File: src/rtl/vbuf_pkg.sv
package vbuf_pkg;
  typedef enum logic [2:0] {
    ST_IDLE,
    ST_FETCH,
    ST_CHAR,
    ST_ATTR,
    ST_CLEAR
  } vb_state_t;

  typedef enum logic [1:0] {
    AOP_HOLD,
    AOP_LOAD,
    AOP_ADD2,
    AOP_DEC
  } vb_aop_t;
endpackage

File: src/rtl/vbuf_addr.sv
module vbuf_addr
  import vbuf_pkg::*;
#(
  parameter int AW = 12
) (
  input  logic          clk,
  input  logic          rst,
  input  vb_aop_t       op,
  input  logic [AW-1:0] load_val,
  output logic [AW-1:0] addr
);
  localparam logic [AW-1:0] STEP = AW'(2);

  always_ff @(posedge clk) begin
    if (rst) begin
      addr <= '0;
    end else begin
      unique case (op)
        AOP_LOAD: addr <= load_val;
        AOP_ADD2: addr <= addr + STEP;
        AOP_DEC:  addr <= addr - AW'(1);
        default:  addr <= addr;
      endcase
    end
  end

  assert_cell_step_R5: assert property (@(posedge clk) disable iff (rst)
    (op == AOP_ADD2) |=> (addr == $past(addr) + STEP));
  assert_clear_step_R7: assert property (@(posedge clk) disable iff (rst)
    (op == AOP_DEC) |=> (addr == $past(addr) - AW'(1)));
endmodule

File: src/rtl/vbuf_seq.sv
module vbuf_seq
  import vbuf_pkg::*;
#(
  parameter int            AW      = 12,
  parameter int            DW      = 8,
  parameter logic [DW-1:0] ATTR    = 8'h07,
  parameter logic [AW-1:0] CLR_TOP = 12'hF9F
) (
  input  logic          clk,
  input  logic          rst,
  input  logic          cmd_valid,
  input  logic          cmd_print,
  input  logic [AW-1:0] cmd_offset,
  input  logic          s_valid,
  input  logic [DW-1:0] s_data,
  input  logic          wr_done,
  input  logic [AW-1:0] cur_addr,
  output vb_aop_t       aop,
  output logic [AW-1:0] load_val,
  output logic          s_ready,
  output logic          wr_req,
  output logic [AW-1:0] wr_addr,
  output logic [DW-1:0] wr_data,
  output logic          done,
  output logic          mode_print
);
  vb_state_t state;
  logic      busy;

  assign busy = (state != ST_IDLE);

  always_comb begin
    aop      = AOP_HOLD;
    load_val = CLR_TOP;
    unique case (state)
      ST_IDLE:
        if (cmd_valid) begin
          aop      = AOP_LOAD;
          load_val = cmd_print ? {cmd_offset[AW-1:1], 1'b0} : CLR_TOP;
        end
      ST_ATTR:  if (wr_done) aop = AOP_ADD2;
      ST_CLEAR: if (wr_done && cur_addr != '0) aop = AOP_DEC;
      default:  aop = AOP_HOLD;
    endcase
  end

  always_ff @(posedge clk) begin
    if (rst) begin
      state      <= ST_IDLE;
      s_ready    <= 1'b0;
      wr_req     <= 1'b0;
      wr_addr    <= '0;
      wr_data    <= '0;
      done       <= 1'b0;
      mode_print <= 1'b0;
    end else begin
      wr_req <= 1'b0;
      done   <= 1'b0;
      unique case (state)
        ST_IDLE:
          if (cmd_valid) begin
            mode_print <= cmd_print;
            if (cmd_print) begin
              s_ready <= 1'b1;
              state   <= ST_FETCH;
            end else begin
              wr_req  <= 1'b1;
              wr_addr <= CLR_TOP;
              wr_data <= '0;
              state   <= ST_CLEAR;
            end
          end
        ST_FETCH:
          if (s_valid) begin
            s_ready <= 1'b0;
            if (s_data == '0) begin
              done  <= 1'b1;
              state <= ST_IDLE;
            end else begin
              wr_req  <= 1'b1;
              wr_addr <= cur_addr;
              wr_data <= s_data;
              state   <= ST_CHAR;
            end
          end
        ST_CHAR:
          if (wr_done) begin
            wr_req  <= 1'b1;
            wr_addr <= {cur_addr[AW-1:1], 1'b1};
            wr_data <= ATTR;
            state   <= ST_ATTR;
          end
        ST_ATTR:
          if (wr_done) begin
            s_ready <= 1'b1;
            state   <= ST_FETCH;
          end
        ST_CLEAR:
          if (wr_done) begin
            if (cur_addr == '0) begin
              done  <= 1'b1;
              state <= ST_IDLE;
            end else begin
              wr_req  <= 1'b1;
              wr_addr <= cur_addr - AW'(1);
              wr_data <= '0;
            end
          end
        default: state <= ST_IDLE;
      endcase
    end
  end

  assert_req_single_R8: assert property (@(posedge clk) disable iff (rst)
    wr_req |=> !wr_req);
  assert_one_outstanding_R8: assert property (@(posedge clk) disable iff (rst)
    ((state == ST_CHAR || state == ST_ATTR || state == ST_CLEAR) && !wr_req && !wr_done) |=> !wr_req);
  assert_ready_excl_R11: assert property (@(posedge clk) disable iff (rst)
    !(s_ready && wr_req));
  assert_cmd_ignored_R9: assert property (@(posedge clk) disable iff (rst)
    (busy && cmd_valid) |=> $stable(mode_print));
  assert_done_pulse_R10: assert property (@(posedge clk) disable iff (rst)
    done |=> !done);
endmodule

File: src/rtl/vbuf_filler.sv
module vbuf_filler
  import vbuf_pkg::*;
#(
  parameter int            AW      = 12,
  parameter int            DW      = 8,
  parameter logic [DW-1:0] ATTR    = 8'h07,
  parameter logic [AW-1:0] CLR_TOP = 12'hF9F
) (
  input  logic          clk,
  input  logic          rst,
  input  logic          cmd_valid,
  input  logic          cmd_print,
  input  logic [AW-1:0] cmd_offset,
  input  logic          s_valid,
  input  logic [DW-1:0] s_data,
  output logic          s_ready,
  output logic          wr_req,
  output logic [AW-1:0] wr_addr,
  output logic [DW-1:0] wr_data,
  input  logic          wr_done,
  output logic          done
);
  vb_aop_t       aop;
  logic [AW-1:0] load_val;
  logic [AW-1:0] cur_addr;
  logic          mode_print;

  vbuf_addr #(.AW(AW)) u_addr (
    .clk      (clk),
    .rst      (rst),
    .op       (aop),
    .load_val (load_val),
    .addr     (cur_addr)
  );

  vbuf_seq #(.AW(AW), .DW(DW), .ATTR(ATTR), .CLR_TOP(CLR_TOP)) u_seq (
    .clk        (clk),
    .rst        (rst),
    .cmd_valid  (cmd_valid),
    .cmd_print  (cmd_print),
    .cmd_offset (cmd_offset),
    .s_valid    (s_valid),
    .s_data     (s_data),
    .wr_done    (wr_done),
    .cur_addr   (cur_addr),
    .aop        (aop),
    .load_val   (load_val),
    .s_ready    (s_ready),
    .wr_req     (wr_req),
    .wr_addr    (wr_addr),
    .wr_data    (wr_data),
    .done       (done),
    .mode_print (mode_print)
  );

  assert_attr_value_R3: assert property (@(posedge clk) disable iff (rst)
    (wr_req && mode_print && wr_addr[0]) |-> (wr_data == ATTR));
  assert_char_nonzero_R4: assert property (@(posedge clk) disable iff (rst)
    (wr_req && mode_print && !wr_addr[0]) |-> (wr_data != '0));
  assert_clear_zero_R7: assert property (@(posedge clk) disable iff (rst)
    (wr_req && !mode_print) |-> (wr_data == '0));
endmodule

File: config.mk
export PLATFORM = sky130hd
export DESIGN_NAME = vbuf_filler
export DESIGN_NICKNAME = d
export VERILOG_FILES = /design/src/rtl/vbuf_pkg.sv /design/src/rtl/vbuf_addr.sv /design/src/rtl/vbuf_seq.sv /design/src/rtl/vbuf_filler.sv
export SDC_FILE = /design/constraint.sdc
export NUM_CORES = 1
export LEC_CHECK = 0
export BUFFER_PORTS_ARGS = -buffer_cell sky130_fd_sc_hd__buf_2
export CORE_UTILIZATION = 50
export CTS_BUF_LIST = sky130_fd_sc_hd__clkbuf_16
export CTS_CLUSTER_DIAMETER = 80
export DETAILED_ROUTE_END_ITERATION = 8
export GPL_TIMING_DRIVEN = 0
export PLACE_DENSITY = 0.74
export SYNTH_ARGS = -nofsm -noshare
export SYNTH_HDL_FRONTEND = slang
export SYNTH_SLANG_ARGS = --single-unit
File: constraint.sdc
create_clock -name clk -period 2.7 [get_ports clk]
set_clock_uncertainty 0.2 [all_clocks]
set_input_delay 0.135 -clock clk [delete_from_list [all_inputs] [get_ports clk]]
set_output_delay 0.135 -clock clk [all_outputs]
set_load 0.02 [all_outputs]
==> flow_metrics.tcl, run 1 <==
set metrics [dict create \
    final_cell_mix "buf_2 (47), dfxtp_1 (33), a21oi_1 (30)" \
    fp.dieArea_um2 5410 \
    antenna_cells 0 \
    synth.top_cell.area_share_pct 29.7 \
    max-vdd-ir-drop_mv 0.488 \
    syn_inst 340 \
    syn-cell-area_um2 2560 \
    fmax_mhz 374 \
    synth_ff_type "dfxtp_1" \
    grt_pass1_wl_mm 13.6 \
    yosys_register_bits 38 \
    postPlaceCellArea_um2 2880 \
    start_util_pct 53.1 \
    areaGrowthSynthToFinish_pct 29.6 \
    vias 3008 \
    synth_seq_area_share_pct 29.7 \
    antenna_left 0 \
    grt_usage_pct 33.4 \
    cts_tree "yes" \
    status "finished, violations left" \
    grt.overflow.total 0 \
    clk_path_buf_depth 2 \
    leakage_uw 0.00126 \
    drv_cap 0 \
    worstPathCellList "or4_4, buf_6, or4_4, buf_6, a211oi_4, buf_6, o21bai_1, a211oi_1" \
    gp_congestion 0.978 \
    cts_sinks 38 \
    die_w_um 73.6 \
    layout.nets 439 \
    power.total_uw 2340 \
    stdcell_area_um2 3320 \
    slowest_stage "or4_4" \
    port_buffers 47 \
    path_common_cell "buf_6" \
    core_area_um2 4820 \
    critical_path_class "register to register" \
    crit_path_end_kind "register" \
    whs_ps -0.733 \
    htreeDepth 2 \
    max_stage_delay_ps 530 \
    wl_per_cell_um 18.5 \
    async_reset_ff_share_pct 0 \
    critPathRequiredTime_ps 2630 \
    path_max_fanout 9 \
    drt_first_iter_violations 340 \
    hpwl_mm 6.20 \
    cp_num_buf_inv 3 \
    drc 0 \
    boundaryPins 49 \
    relSlewSlack_pct 53.8 \
    failed_checks "negative hold slack" \
    die_y_um 73.6 \
    rsz0062_at_grt "yes" \
    powerDensity_nw_per_um2 706 \
    viasPerCell 6.32 \
    yosys_warnings 0 \
    synth_nets 371 \
    firstDrtPassIters 5 \
    hold_path.class "input pin to register" \
    cts_root_buf "clkbuf_16" \
    worst_slew_pin_slew_ps 692 \
    synth.distinct_cells 58 \
    grt_pass1_vias 2681 \
    routed_wl_mm 8.81 \
    drive_above_1_share_pct 23.2 \
    min_period_ps 2670 \
    syn_avg_cell_area_um2 7.53 \
    yosys.area.top_type "dfxtp_1" \
    crit_family "simple AND/OR/NAND/NOR gates" \
    synth.area.top_cells "dfxtp_1 (30%), a21oi_1 (5.9%), nor2_1 (4.3%)" \
    numCtsBuffers 5 \
    synth_edf_count 0 \
    start_kind "register" \
    antenna_found_initial 0 \
    path_clk_slew_ps 60 \
    num_rows 25 \
    crit_arrival_ps 2600 \
    min_period_over_period_pct 99.0 \
    final_common_cell "buf_2" \
    grt_max_degree 14 \
    setup_viol 0 \
    clk_latency_ps 290 \
    hold_viol 1 \
    maxSlewViolCount 0 \
]
power breakdown:
| part | total (µW) | switching (µW) | internal (µW) | leakage, µW |
|---|---|---|---|---|
| clock network | 774 | 243 | 531 | 0.0000940 |
| registers | 708 | 69.9 | 638 | 0.000315 |
| logic | 859 | 531 | 328 | 0.000855 |
stage by stage:
stage                     utilization [%]  TNS [ps]  setup WS, ps  cells
after floorplan                         -         0           147    340
after global placement               59.8    -12810          -595    454
after detailed placement             59.8    -12920          -566    454
after CTS                            67.1         0          1.01    474
after global routing                 68.9     -12.5         -12.5    476
final                                68.9         0          27.2    476
worst paths after layout:
kind                     from          endpoint  slack (ps)  cells after the start
max            u_addr.addr[4]    u_addr.addr[3]          30                      8
min                 s_data[0]  u_seq.wr_data[0]        -0.7                      3
max reg2reg    u_addr.addr[4]    u_addr.addr[3]          30                      8
min reg2reg  u_seq.wr_data[4]  u_seq.wr_data[4]         250                      2
metal layers:
layer  track usage [%]  vias to the layer above  wire length [µm]
li1                  -                     1414                 -
met1              46.7                     1425              4020
met2              50.4                      149              3940
met3              6.31                       20               655
met4              12.8                        0               194
met5                 0                        -                 0
synth_stat cells, drive strengths merged, types with 4 or more instances:
cell type	n
nor4	4
a21oi	30
nor3	14
nand2b	5
a221oi	10
a211oi	10
nor3b	4
buf	9
a31oi	6
clkbuf	23
nand3	14
o221ai	8
o21ai	18
nand2	26
inv	12
dfxtp	38
xnor2	6
or4	6
or4b	4
nor2	29
ha	5
state kept, by name (all words and copies together) (netlist names):
signal	count
u_seq.s_ready	1
u_seq.state	3
u_seq.done	1
u_seq.wr_req	1
u_addr.addr	12
u_seq.wr_addr	12
u_seq.wr_data	8
cells by family (layout without fill, tap and decap cells):
logic type / after synthesis / in the layout / synth area share [%]
xor gates and xnor gates: 8 / 8 / 2.74
and+or+nand+nor: 131 / 131 / 27.6
adders and majority gates: 5 / 5 / 2.44
AOI/OAI and AO/OA: 114 / 114 / 30.8
buffers and inverters: 44 / 113 / 6.70
DFF: 38 / 38 / 29.7
worst reg2reg max path, stage by stage (launching register included):
cell,delay [ps]
dfxtp_2,340
or4_4,530
buf_6,160
or4_4,520
buf_6,150
a211oi_4,260
buf_6,150
o21bai_1,110
a211oi_1,100
area by class of cell:
class                           instances  area (µm²)
Fill cell                             444        1500
Tap cell                               67        83.8
Clock inverter                          3        68.8
Inverter                               12        47.5
Sequential cell                        38         772
Multi-Input combinational cell        258        1690
Timing Repair Buffer                   64         398
Clock buffer                            5         125
Buffer                                 29         135
timing repair:
action | in CTS | in global routing
buffers inserted | 2 | 4
pin swaps | 1 | 2
hold endpoints to repair | 12 | 0
endpoints found under the setup margin | 33 | 32
gates resized for setup | 11 | 28
hold buffers | 11 | 0
No activity file was read; power rests on OpenSTA's default activity.
==> run 2, diff against run 1 <==
SETUP_SLACK_MARGIN = 0.2   (was unset)
==> run 2 against run 1 <==
Effect of this change: the run now ends clean; sequential power barely moved; utilization rose by 10 points; routed wire length rose by 16%; power rose by 12%.
==> flow_metrics.tcl, run 2 (synthesis results as in run 1) <==
set metrics [dict create \
    grt-busiest-layer "met2" \
    crit_family "simple AND/OR/NAND/NOR gates" \
    fmax_mhz 371 \
    layout.nets 465 \
    clk_path_buf_depth 2 \
    crit_arrival_ps 2690 \
    die_w_um 73.6 \
    rsz0062_at_grt "yes" \
    viasPerCell 6.57 \
    grt_max_degree 13 \
    gp_congestion 1.01 \
    drive_above_1_share_pct 37.2 \
    boundaryPins 49 \
    grt_pass1_vias 2792 \
    crit_start "u_addr.addr[4]" \
    num-fill-cells 346 \
    grt_usage_pct 35.5 \
    crit_path_end_kind "register" \
    firstDrtPassIters 5 \
    max-vdd-ir-drop_mv 0.438 \
    p_switching_uw 963 \
    antenna_cells 0 \
    fp.dieArea_um2 5410 \
    grtUsageMet1_pct 48.7 \
    min_period_over_period_pct 99.8 \
    path_clk_slew_ps 60 \
    worst_slew_pin_slew_ps 780 \
    grt_util_met3_pct 6.17 \
    routed_wl_mm 10.2 \
    antenna_left 0 \
    cts_sinks 38 \
    die_y_um 73.6 \
    grt.overflow.total 0 \
    maxSlewViolCount 0 \
    clock_power_share_pct 29.3 \
    rrSetupSlack_ps 6 \
    power.total_uw 2630 \
    r2r-start "u_addr.addr[4]" \
    drc 0 \
    status "complete, no violations" \
    cts_root_buf "clkbuf_16" \
    power.internal_uw 1670 \
    worstPathCellList "or4_4, buf_8, or4_4, buf_6, a211oi_4, buf_6, o21ai_1, a31oi_1" \
    numCtsBuffers 5 \
    hpwl_mm 6.18 \
    slowest_stage "or4_4" \
    combPwrFrac_pct 43.9 \
    core_area_um2 4820 \
    clk_latency_ps 290 \
    hold_viol 0 \
    final_common_cell "buf_2" \
    leakage_uw 0.00150 \
    final_cell_mix "buf_2 (49), dfxtp_1 (33), nor2_1 (29)" \
    hold_path.class "input pin to register" \
    utilization_pct 79.4 \
    setup_viol 0 \
    port_buffers 47 \
    num_rows 25 \
    relSlewSlack_pct 48.0 \
    max_stage_delay_ps 550 \
    worstHoldStart "s_data[2]" \
    powerDensity_nw_per_um2 689 \
    cp_num_buf_inv 3 \
    drv_cap 0 \
    critPathRequiredTime_ps 2700 \
    drt_first_iter_violations 567 \
    min_period_ps 2690 \
    grt_pass1_wl_mm 14.3 \
    areaGrowthSynthToFinish_pct 49.3 \
    critical_path_class "register to register" \
    start_kind "register" \
    top_regs "u_addr.addr x12, u_seq.wr_addr x12, u_seq.wr_data x8" \
    vias 3297 \
    cts_tree "yes" \
    grt_util_met2_pct 55.1 \
    wl_per_cell_um 20.3 \
    path_max_fanout 6 \
    seqPwrFrac_pct 26.8 \
    htreeDepth 2 \
    swShare_pct 36.6 \
    start_util_pct 53.1 \
    antenna_found_initial 0 \
]
[run 2: final timing paths]
kind	endpoint	cells past startpoint
worst max-delay path	u_addr.addr[5]	8
worst min-delay path	u_seq.wr_data[2]	3
worst max register to register	u_addr.addr[5]	8
worst min register to register	u_seq.wr_addr[10]	2
[run 2: metal layers]
layer	share of wire, %	up-vias
li1	-	1474
met2	46	245
met1	40	1521
met5	0	-
met4	3.9	0
met3	10	57
[run 2: cell type report]
cell class | count | area (µm²) | area share (%)
clock inverter | 3 | 63.8 | 1.67
sequential | 38 | 774 | 20.3
inverter | 12 | 50.0 | 1.31
multi-input combinational | 258 | 1900 | 49.7
clock buffer | 5 | 125 | 3.27
timing repair buffer | 87 | 612 | 16.0
buffer | 32 | 214 | 5.60
tap | 67 | 83.8 | 2.19
[run 2: per-stage QoR]
step                      hold slack (ps)  std cells  setup slack (ps)  setup TNS (ps)  cell area [µm²]
after global routing                 64.1        502             -36.5           -39.2             3820
final                                11.0        502              6.15               0             3820
after CTS                            19.3        486              70.5               0             3450
after global placement                191        454              -367           -6570             2910
after floorplan                      30.6        340               197               0             2590
after detailed placement              191        454              -371           -7300             2910
[run 2: timing repair]
item,in CTS,in global routing
hold endpoints to repair,12,0
setup endpoints to repair,33,35
resized for setup,38,74
hold buffers,11,0
buffers inserted,13,12
cloned,0,4
pin swaps,9,28
[run 2: tightest hold or removal path, delay by kind of cell]
family,cells,cell delay (ps)
AO/OA/AOI/OAI,1,70
buffers and inverters,1,90
AND/OR/NAND/NOR,1,150
[run 2: power groups by stage]
stage | Combinational [µW] | Clock [µW] | Sequential, µW
floorplan | 507 | 0 | 746
finish | 1160 | 773 | 706
global route | 1220 | 795 | 712
detailed placement | 778 | 0 | 706
CTS | 918 | 767 | 693
global placement | 775 | 0 | 703
